<file path="config.mk">
export PLATFORM = sky130hd
export DESIGN_NAME = lic_cpu_if
export DESIGN_NICKNAME = d
export VERILOG_FILES = /design/src/rtl/lic_pkg.sv /design/src/rtl/lic_pick.sv /design/src/rtl/lic_state.sv /design/src/rtl/lic_cpu_if.sv
export SDC_FILE = /design/constraint.sdc
export NUM_CORES = 1
export LEC_CHECK = 0
export ABC_AREA = 1
export BUFFER_PORTS_ARGS = -buffer_cell sky130_fd_sc_hd__buf_2
export CAP_MARGIN = 30
export CORE_ASPECT_RATIO = 1.75
export CORE_MARGIN = 3
export CORE_UTILIZATION = 51
export DETAILED_ROUTE_END_ITERATION = 6
export MAX_ROUTING_LAYER = met4
export PLACE_DENSITY = 0.81
export SETUP_SLACK_MARGIN = 0.02
export SYNTH_ARGS = -nofsm -noshare
export SYNTH_HDL_FRONTEND = slang
export SYNTH_SLANG_ARGS = --single-unit
export TNS_END_PERCENT = 1
</file>
<file path="constraint.sdc">
create_clock -name clk -period 7.3 [get_ports clk]
set_input_delay 2.19 -clock clk [delete_from_list [all_inputs] [get_ports clk]]
set_output_delay 2.19 -clock clk [all_outputs]
set_load 0.01 [all_outputs]
</file>
<file path="src/rtl/lic_pkg.sv">
package lic_pkg;
  localparam int unsigned LIC_IDW   = 10;
  localparam logic [LIC_IDW-1:0] LIC_NONE = 10'h3FF;
  localparam int unsigned LIC_PRIV  = 32;
  localparam int unsigned LIC_SGI   = 16;

  localparam logic [11:0] OFS_CTRL = 12'h000;
  localparam logic [11:0] OFS_IPI  = 12'h060;
  localparam logic [11:0] OFS_STAT = 12'h068;
  localparam logic [11:0] OFS_ACK  = 12'h06C;
  localparam logic [11:0] OFS_SETE = 12'h0A0;
  localparam logic [11:0] OFS_CLRE = 12'h0A4;
  localparam logic [11:0] OFS_EOI  = 12'h0B4;

  function automatic logic [31:0] status_word(input logic any_elig);
    return {any_elig, 31'b0};
  endfunction

  function automatic logic [31:0] ack_word(input logic [LIC_IDW-1:0] id);
    return {{(32-LIC_IDW){1'b0}}, id};
  endfunction

  function automatic logic [31:0] ctrl_word(input logic en);
    return {31'b0, en};
  endfunction
endpackage

</file>
<file path="src/rtl/lic_pick.sv">
module lic_pick
  import lic_pkg::*;
#(
  parameter int unsigned N = 64
) (
  input  logic [N-1:0]         elig,
  output logic                 found,
  output logic [LIC_IDW-1:0]   best
);
  always_comb begin
    found = 1'b0;
    best  = LIC_NONE;
    for (int i = N - 1; i >= 0; i--) begin
      if (elig[i]) begin
        found = 1'b1;
        best  = LIC_IDW'(i);
      end
    end
  end
endmodule

</file>
<file path="src/rtl/lic_state.sv">
module lic_state
  import lic_pkg::*;
#(
  parameter int unsigned N      = 64,
  parameter int unsigned N_CPU  = 8,
  parameter int unsigned CPU_ID = 0
) (
  input  logic                 clk,
  input  logic                 rst_n,
  input  logic                 set_en_v,
  input  logic                 clr_en_v,
  input  logic                 ack_v,
  input  logic                 eoi_v,
  input  logic [LIC_IDW-1:0]   op_id,
  input  logic                 ipi_in_vld,
  input  logic [3:0]           ipi_in_id,
  input  logic [N_CPU-1:0]     ipi_in_mask,
  output logic [N-1:0]         en_mask,
  output logic [N-1:0]         in_svc,
  output logic [LIC_SGI-1:0]   sgi_pend
);
  localparam int unsigned IW = $clog2(N);

  logic              id_ok;
  logic [IW-1:0]     op_idx;
  logic [N-1:0]      id_oh;
  logic              ipi_hit;
  logic [LIC_SGI-1:0] sgi_set, sgi_clr;

  assign id_ok   = op_id < LIC_IDW'(N);
  assign op_idx  = op_id[IW-1:0];
  assign id_oh   = id_ok ? ({{(N-1){1'b0}}, 1'b1} << op_idx) : '0;
  assign ipi_hit = ipi_in_vld && ipi_in_mask[CPU_ID];
  assign sgi_set = ipi_hit ? (LIC_SGI'(1) << ipi_in_id) : '0;
  assign sgi_clr = (ack_v && op_id < LIC_IDW'(LIC_SGI)) ? (LIC_SGI'(1) << op_id[3:0]) : '0;

  always_ff @(posedge clk or negedge rst_n) begin
    if (!rst_n) begin
      en_mask  <= '0;
      in_svc   <= '0;
      sgi_pend <= '0;
    end else begin
      en_mask  <= (en_mask | (set_en_v ? id_oh : '0)) & ~(clr_en_v ? id_oh : '0);
      in_svc   <= (in_svc  | (ack_v    ? id_oh : '0)) & ~(eoi_v    ? id_oh : '0);
      sgi_pend <= (sgi_pend & ~sgi_clr) | sgi_set;
    end
  end

  a_r3_set_takes: assert property (@(posedge clk) disable iff (!rst_n)
    (set_en_v && id_ok) |=> en_mask[$past(op_idx)]);
  a_r3_clear_takes: assert property (@(posedge clk) disable iff (!rst_n)
    (clr_en_v && id_ok) |=> !en_mask[$past(op_idx)]);
  a_r4_ack_in_service: assert property (@(posedge clk) disable iff (!rst_n)
    (ack_v && id_ok) |=> in_svc[$past(op_idx)]);
  a_r6_eoi_retires: assert property (@(posedge clk) disable iff (!rst_n)
    (eoi_v && id_ok) |=> !in_svc[$past(op_idx)]);
  a_r9_ipi_latched: assert property (@(posedge clk) disable iff (!rst_n)
    ipi_hit |=> sgi_pend[$past(ipi_in_id)]);
endmodule

</file>
<file path="src/rtl/lic_cpu_if.sv">
module lic_cpu_if
  import lic_pkg::*;
#(
  parameter int unsigned N_SHR  = 32,
  parameter int unsigned N_CPU  = 8,
  parameter int unsigned CPU_ID = 0
) (
  input  logic               clk,
  input  logic               rst_n,
  input  logic [31:0]        priv_irq,
  input  logic [N_SHR-1:0]   shr_irq,
  input  logic               ipi_in_vld,
  input  logic [3:0]         ipi_in_id,
  input  logic [N_CPU-1:0]   ipi_in_mask,
  input  logic               bus_wr,
  input  logic               bus_rd,
  input  logic [11:0]        bus_addr,
  input  logic [31:0]        bus_wdata,
  output logic [31:0]        bus_rdata,
  output logic               irq_req,
  output logic               ipi_out_vld,
  output logic [3:0]         ipi_out_id,
  output logic [N_CPU-1:0]   ipi_out_mask
);
  localparam int unsigned N = LIC_PRIV + N_SHR;

  logic               ctrl_en;
  logic [N-1:0]       en_mask, in_svc, pend, elig;
  logic [LIC_SGI-1:0] sgi_pend;
  logic               found;
  logic [LIC_IDW-1:0] best, op_id;
  logic               wr_ctrl, wr_ipi, wr_set, wr_clr, wr_eoi, ack_v;
  logic               unused_bits;

  assign wr_ctrl = bus_wr && bus_addr == OFS_CTRL;
  assign wr_ipi  = bus_wr && bus_addr == OFS_IPI;
  assign wr_set  = bus_wr && bus_addr == OFS_SETE;
  assign wr_clr  = bus_wr && bus_addr == OFS_CLRE;
  assign wr_eoi  = bus_wr && bus_addr == OFS_EOI;
  assign ack_v   = bus_rd && bus_addr == OFS_ACK && found;
  assign op_id   = ack_v ? best : bus_wdata[LIC_IDW-1:0];

  assign pend = {shr_irq, priv_irq | {{(LIC_PRIV-LIC_SGI){1'b0}}, sgi_pend}};
  assign elig = pend & en_mask & ~in_svc;

  lic_state #(.N(N), .N_CPU(N_CPU), .CPU_ID(CPU_ID)) u_state (
    .clk(clk), .rst_n(rst_n),
    .set_en_v(wr_set), .clr_en_v(wr_clr), .ack_v(ack_v), .eoi_v(wr_eoi),
    .op_id(op_id),
    .ipi_in_vld(ipi_in_vld), .ipi_in_id(ipi_in_id), .ipi_in_mask(ipi_in_mask),
    .en_mask(en_mask), .in_svc(in_svc), .sgi_pend(sgi_pend)
  );

  lic_pick #(.N(N)) u_pick (.elig(elig), .found(found), .best(best));

  always_ff @(posedge clk or negedge rst_n) begin
    if (!rst_n) begin
      ctrl_en      <= 1'b0;
      ipi_out_vld  <= 1'b0;
      ipi_out_id   <= '0;
      ipi_out_mask <= '0;
    end else begin
      if (wr_ctrl) ctrl_en <= bus_wdata[0];
      ipi_out_vld <= wr_ipi;
      if (wr_ipi) begin
        ipi_out_id   <= bus_wdata[3:0];
        ipi_out_mask <= bus_wdata[8 +: N_CPU];
      end
    end
  end

  always_comb begin
    case (bus_addr)
      OFS_CTRL: bus_rdata = ctrl_word(ctrl_en);
      OFS_STAT: bus_rdata = status_word(found);
      OFS_ACK:  bus_rdata = ack_word(best);
      default:  bus_rdata = '0;
    endcase
  end

  assign irq_req = ctrl_en && found;

  assign unused_bits = ^{bus_wdata[31:16], ipi_in_mask};

  a_r4_best_eligible: assert property (@(posedge clk) disable iff (!rst_n)
    found |-> elig[best[$clog2(N)-1:0]]);
  a_r7_irq_gated: assert property (@(posedge clk) disable iff (!rst_n)
    irq_req |-> (ctrl_en && elig != '0));
  a_r8_ipi_pulse: assert property (@(posedge clk) disable iff (!rst_n)
    wr_ipi |=> (ipi_out_vld && ipi_out_id == $past(bus_wdata[3:0])));
  a_r11_no_reselect: assert property (@(posedge clk) disable iff (!rst_n)
    ack_v |=> !(found && best == $past(best) && !$past(wr_eoi)));
endmodule

</file>
==> impl_metrics.py, run 1 <==
metrics = {
    "logic_synthesis": {
        "yosys_warnings": 0,
        "synth_top_area_cell": "dfrtp_1",
        "synthCells": 1350,
        "synth_top_area_share_pct": 42.0,
        "ys_top_cells_by_count": "233 x nand2_1, 209 x inv_1, 185 x nor2_1",
        "synth_edf_count": 0,
        "async_flop_share_pct": 100,
        "yosys_most_used_dff": "dfrtp_1",
        "synthesis.area_um2": 9410,
        "yosysMostFrequentCell": "nand2_1",
        "yosys-top-cells-area": "dfrtp_1 42%, nand3_1 9.4%, nand2_1 9.3%",
        "syn_avg_cell_area_um2": 6.97,
        "yosysUniqueCellTypes": 32,
        "synth_seq_area_share_pct": 42.0,
        "yosys_register_bits": 158,
    },
    "sta": {
        "final.period_utilization_pct": 110,
        "worst-slew-pin-transition_ns": 1.01,
        "slew_headroom_pct": 32.5,
        "rsz0062_at_grt": "yes",
        "min_period_ns": 8.01,
        "setup_ws_ns": -0.710,
        "finClkSkew_ns": 0.0117,
        "report.final.slew_viol_count": 0,
        "tns_ns": -0.710,
        "hold_viol": 0,
        "fmax_mhz": 125,
        "setup_viol": 1,
    },
    "route": {
        "routedWlPerCell_um": 16.7,
        "drt_iter0_drc": 781,
        "routed_wl_mm": 28.5,
        "detail-route-antenna-nets": 0,
        "vias": 9418,
        "dr.pass1.iters": 6,
        "via_per_inst": 5.52,
        "drc": 0,
    },
    "cells_and_area": {
        "final_core_util_pct": 59.9,
        "multiInputGateArea_um2": 4300,
        "seq_area_um2": 3950,
        "nets": 1585,
        "layout-drive-gt1-share_pct": 16.7,
        "num-fill-cells": 1733,
        "area_growth_pct": 14.9,
        "diodes": 0,
    },
    "placement": {
        "hpwl_mm": 19.8,
        "preCtsSetupSlack_ns": -0.773,
        "gp_congestion": 0.940,
        "portBuffers": 126,
    },
    "power_and_ir_drop": {
        "power.switching_mw": 0.519,
        "p_leak_nw": 5.29,
        "swShare_pct": 27.3,
        "clock_power_share_pct": 44.2,
        "pwr-share-seq_pct": 47.6,
        "p_comb_share_pct": 8.2,
        "p_int_mw": 1.38,
        "vdd_drop_max_uv": 117,
        "power_density_nw_per_um2": 176,
    },
    "global_routing": {
        "antenna_found_initial": 0,
        "grt_start_max_net_pins": 74,
        "grt_pass1_vias": 9181,
        "grt_pass1_wl_mm": 45.1,
        "track_usage_pct": 29.8,
        "overflow": 0,
    },
    "floorplan": {
        "die_y_um": 186,
        "die_w_um": 109,
        "io_pins": 171,
        "rows": 65,
        "start_util_pct": 52.1,
        "die-area_um2": 20200,
        "core_area_um2": 18100,
    },
    "setup_path": {
        "crit_fanout": 2,
        "crit_path_start_kind": "input pin",
        "r2r_cells": 71,
        "r2r_end": "u_state.in_svc[5]",
        "critical_path_class": "input pin to primary output",
        "slowest_stage": "buf_2",
        "reg2reg_from": "u_state.en_mask[62]",
        "crit_path_end_kind": "primary output",
        "critPathMaxStageDelay_ns": 0.14,
        "worstPathArrival_ns": 5.82,
        "cp_common_cell": "nand2_1",
        "r2r_setup_slack_ns": 2.15,
        "cp_data_required_time_ns": 5.11,
    },
    "clock_tree": {
        "htree_levels": 4,
        "clock_sinks": 158,
        "cts_tree": "yes",
        "clk_pin_slew_ns": 0.07,
        "clockRootBuffer": "clkbuf_16",
        "clk_latency_ns": 0.44,
        "cts_buffer_depth": 2,
        "cts-buffers-inserted": 17,
    },
    "outcome": {
        "failed_checks": "setup timing",
        "status": "finished, violations left",
    },
    "worst_hold_path": {
        "min_to": "ipi_out_mask[6]",
        "min_path_type": "flip-flop to flip-flop",
        "min_path_cells": 2,
        "min_from": "ipi_out_mask[6]",
    },
    "flow_run": {
        "drv_cap": 0,
    },
}
==> power by group through the flow <==
stage / Clock (mW) / Sequential (mW) / Combinational [mW]
floorplan: 0 / 0.920 / 0.0843
global placement: 0 / 0.921 / 0.151
detailed placement: 0 / 0.922 / 0.154
CTS: 0.842 / 0.905 / 0.155
global route: 0.879 / 0.907 / 0.172
finish: 0.839 / 0.905 / 0.156
==> stage by stage <==
stage               hold WS (ns)  area (µm²)  std cells  total power [mW]
floorplan                  0.443        9490       1370              1.00
global placement           0.455       10200       1675              1.07
detailed placement         0.460       10200       1675              1.08
CTS                        0.478       10800       1707              1.90
global route               0.505       10800       1707              1.96
finish                     0.473       10800       1707              1.90
==> sequential cells by signal, summed over array words and instances, names as in the netlist <==
name and flops:
u_state.sgi_pend 16, u_state.en_mask 64, ipi_out_id 4, ipi_out_mask 8, ctrl_en 1, u_state.in_svc 64, ipi_out_vld 1
==> placed cells by master (no fill, tap or decap), drive strengths merged, types with 3 or more instances in the layout <==
cell,n
a21oi,98
a31oi,4
buf,164
clkbuf,18
clkinv,4
clkinvlp,6
conb,21
dfrtp,158
inv,216
nand2,235
nand3,181
nand4,66
nor2,209
nor3,23
nor4,6
o21ai,57
o21bai,3
==> worst max-delay path by stage <==
stage | slack (ns) | from | end
after CTS | -0.75 | shr_irq[30] | bus_rdata[0]
final | -0.71 | shr_irq[30] | bus_rdata[0]
after floorplan | -0.02 | shr_irq[30] | bus_rdata[0]
after global placement | -0.77 | shr_irq[30] | bus_rdata[0]
after global routing | -1.26 | shr_irq[30] | bus_rdata[0]
after detailed placement | -0.77 | shr_irq[30] | bus_rdata[0]
==> critical path: cells and delay by family <==
family / cells / cell delay, ns
AO/OA/AOI/OAI: 1 / 0.12
AND/OR/NAND/NOR: 64 / 3.22
buffers and inverters: 2 / 0.23
==> logic make-up (layout without fill, tap and decap cells) <==
| kind of cell | count (synthesis) | after routing | synth area share [%] |
|---|---|---|---|
| AOI/OAI and AO/OA | 165 | 165 | 9.03 |
| buffers and inverters | 305 | 408 | 13.7 |
| and+or+nand+nor | 721 | 721 | 35.3 |
| other | 1 | 21 | 0.0399 |
| DFF | 158 | 158 | 42.0 |
==> timing repair <==
action	CTS	global route
cloned	0	0
setup buffers	0	0
pin swaps	0	0
setup endpoints to repair	2	2
resized for setup	5	1
hold buffers	0	0
==> metal layers <==
metal / up-vias / routed length (µm) / track usage (%)
met5: - / 0 / -
met4: 0 / 1670 / 17.4
met3: 113 / 1940 / 3.51
met2: 439 / 14600 / 50.8
met1: 4352 / 10300 / 33.2
li1: 4514 / - / -
==> cell type report <==
cell class | instances | share of cell area [%]
clock inverter | 14 | 1.03
clock buffer | 18 | 3.97
tap | 234 | 2.71
inverter | 212 | 7.36
multi-input combinational | 907 | 39.8
timing repair buffer | 164 | 8.59
sequential | 158 | 36.6
(Power assumes the default switching activity.)
==> inputs of run 2 (changes only) <==
--- a/config.mk
+++ b/config.mk
@@ -14,6 +14,8 @@
 export DETAILED_ROUTE_END_ITERATION = 6
 export MAX_ROUTING_LAYER = met4
 export PLACE_DENSITY = 0.81
+export RECOVER_POWER = 50
+export REMOVE_ABC_BUFFERS = 1
 export SETUP_SLACK_MARGIN = 0.02
 export SYNTH_ARGS = -nofsm -noshare
 export SYNTH_HDL_FRONTEND = slang
==> run 2 against run 1 <==
  * The flow finishes with violations (capacitance limit, slew limit, setup timing)
  * Maximum frequency decreased by 1.4%
  * Total power rose by 2.2%
  * Sequential share of layout area about the same
  * Critical path type unchanged
  * Critical endpoint unchanged
  * Largest cell class unchanged
==> impl_metrics.py, run 2 (synthesis results as in run 1) <==
metrics = {
    "outcome": {
        "status": "finished, violations left",
        "failed_checks": "capacitance limit, slew limit, setup timing",
    },
    "global_routing": {
        "grt_pass1_wl_mm": 44.9,
        "overflow": 0,
        "grt_start_max_net_pins": 97,
        "grt_pass1_vias": 8916,
        "antenna_found_initial": 0,
        "track_usage_pct": 29.8,
    },
    "worst_hold_path": {
        "min_path_type": "flip-flop to flip-flop",
        "min_to": "ipi_out_mask[4]",
        "min_from": "ipi_out_mask[4]",
        "min_path_cells": 2,
    },
    "route": {
        "drt_iter0_drc": 895,
        "dr.pass1.iters": 6,
        "routedWlPerCell_um": 16.9,
        "drc": 0,
        "routed_wl_mm": 28.7,
        "vias": 9542,
        "detail-route-antenna-nets": 0,
        "via_per_inst": 5.61,
    },
    "clock_tree": {
        "clockRootBuffer": "clkbuf_16",
        "clock_sinks": 158,
        "post_cts_buffers": 0,
        "htree_levels": 4,
        "clk_pin_slew_ns": 0.07,
        "clk_latency_ns": 0.44,
        "cts-buffers-inserted": 17,
        "cts_buffer_depth": 2,
        "cts_tree": "yes",
    },
    "sta": {
        "report.final.slew_viol_count": 160,
        "tns_ns": -0.822,
        "setup_ws_ns": -0.822,
        "worst-slew-pin-transition_ns": 2.51,
        "final.period_utilization_pct": 111,
        "fmax_mhz": 123,
        "slew_headroom_pct": -67.1,
        "rsz0062_at_grt": "yes",
        "finClkSkew_ns": 0.0106,
        "min_period_ns": 8.12,
        "hold_viol": 0,
        "setup_viol": 1,
    },
    "setup_path": {
        "r2r_setup_slack_ns": 2.17,
        "slowest_stage": "buf_2",
        "crit_fanout": 2,
        "crit_path_start_kind": "input pin",
        "reg2reg_from": "u_state.in_svc[61]",
        "r2r_end": "u_state.in_svc[21]",
        "r2r_cells": 71,
        "cp_common_cell": "nand2_1",
        "critPathMaxStageDelay_ns": 0.16,
        "worstPathArrival_ns": 5.93,
        "critical_path_class": "input pin to primary output",
        "crit_path_end_kind": "primary output",
        "cp_data_required_time_ns": 5.11,
    },
    "floorplan": {
        "io_pins": 171,
        "die-area_um2": 20200,
        "die_w_um": 109,
        "core_area_um2": 18100,
        "start_util_pct": 52.1,
        "rows": 65,
        "die_y_um": 186,
    },
    "cells_and_area": {
        "nets": 1578,
        "final_core_util_pct": 59.8,
        "area_growth_pct": 14.8,
        "stdcell_count": 1700,
        "seq_area_um2": 3950,
        "diodes": 0,
        "layout_commonest_cell": "nand2_1",
        "layout.cells.most_common_list": "226 x nand2_1, 209 x inv_1, 181 x nor2_1",
        "final_cell_area_um2": 10800,
        "num-fill-cells": 1674,
        "layout-drive-gt1-share_pct": 15.5,
        "multiInputGateArea_um2": 4310,
        "reg_top3": "u_state.en_mask: 64 flops, u_state.in_svc: 64 flops, u_state.sgi_pend: 16 flops",
    },
    "placement": {
        "portBuffers": 126,
        "gp_congestion": 0.929,
        "placedCellCount": 1667,
        "hpwl_mm": 20.1,
        "place_area_um2": 10200,
    },
    "flow_run": {
        "drv_cap": 3,
    },
    "power_and_ir_drop": {
        "vdd_drop_max_uv": 118,
        "p_leak_nw": 5.22,
        "p_total_mw": 1.94,
        "power_density_nw_per_um2": 180,
    },
}
## run 2: cell types whose count changed in the layout (fill, tap and decap cells not counted), sizes merged
cell,previous run,this run
bufinv,0,2
clkinv,4,5
clkbuf,18,35
buf,164,142
clkinvlp,6,5
inv,216,212
## run 2: final cells by class
| type | instances | share of cell area [%] |
|---|---|---|
| multi-input cells | 907 | 40.0 |
| clock inverters | 12 | 1.27 |
| inverters | 212 | 7.37 |
| repair buffers | 157 | 7.94 |
| flip-flops and latches | 158 | 36.6 |
| well taps | 234 | 2.71 |
| clock buffers | 20 | 4.14 |
## run 2: worst max-delay path, delay by kind of cell
family                 cells  cell delay (ns)
AOI/OAI and AO/OA          1             0.14
buffers and inverters      2             0.25
and+or+nand+nor           64             3.33
## run 2: what timing repair did
action / 4_1_cts / 5_1_grt
setup endpoints to repair: 1 / 2
hold buffers: 0 / 0
pin swaps: 3 / 1
endpoints found under the hold margin: 0 / 0
resized for setup: 9 / 4
## run 2: where the power goes
| part | total, mW | internal (mW) | switching, mW |
|---|---|---|---|
| clock | 0.882 | 0.514 | 0.367 |
| sequential | 0.906 | 0.896 | 0.0103 |
| combinational | 0.156 | 0.0451 | 0.111 |
| total | 1.94 | 1.46 | 0.488 |
## run 2: how the worst max path moves through the flow
stage,start,endpoint,slack (ns),depth (start not counted)
finish,shr_irq[30],bus_rdata[0],-0.82,67
global route,shr_irq[30],bus_rdata[0],-1.36,67
CTS,shr_irq[30],bus_rdata[0],-0.86,67
detailed placement,shr_irq[30],bus_rdata[0],-1.11,67
global placement,shr_irq[30],bus_rdata[0],-1.09,67
floorplan,bus_addr[9],u_state.en_mask[31],-4.92,11
## run 2: through the flow
stage                     setup WS [ns]  hold slack [ns]
final                            -0.822            0.484
after global routing              -1.36            0.498
after CTS                        -0.862            0.479
after detailed placement          -1.11            0.461
after global placement            -1.09            0.457
after floorplan                   -4.92            0.443
## run 2: routing by layer
layer / track usage, % / wire length [µm] / part of all wire (%) / vias to the layer above
met1: 33.0 / 10400 / 36 / 4442
met4: 21.1 / 2330 / 8.1 / 0
met3: 5.38 / 2000 / 7.0 / 119
met2: 47.9 / 14000 / 49 / 478
met5: - / 0 / 0 / -
li1: - / - / - / 4503
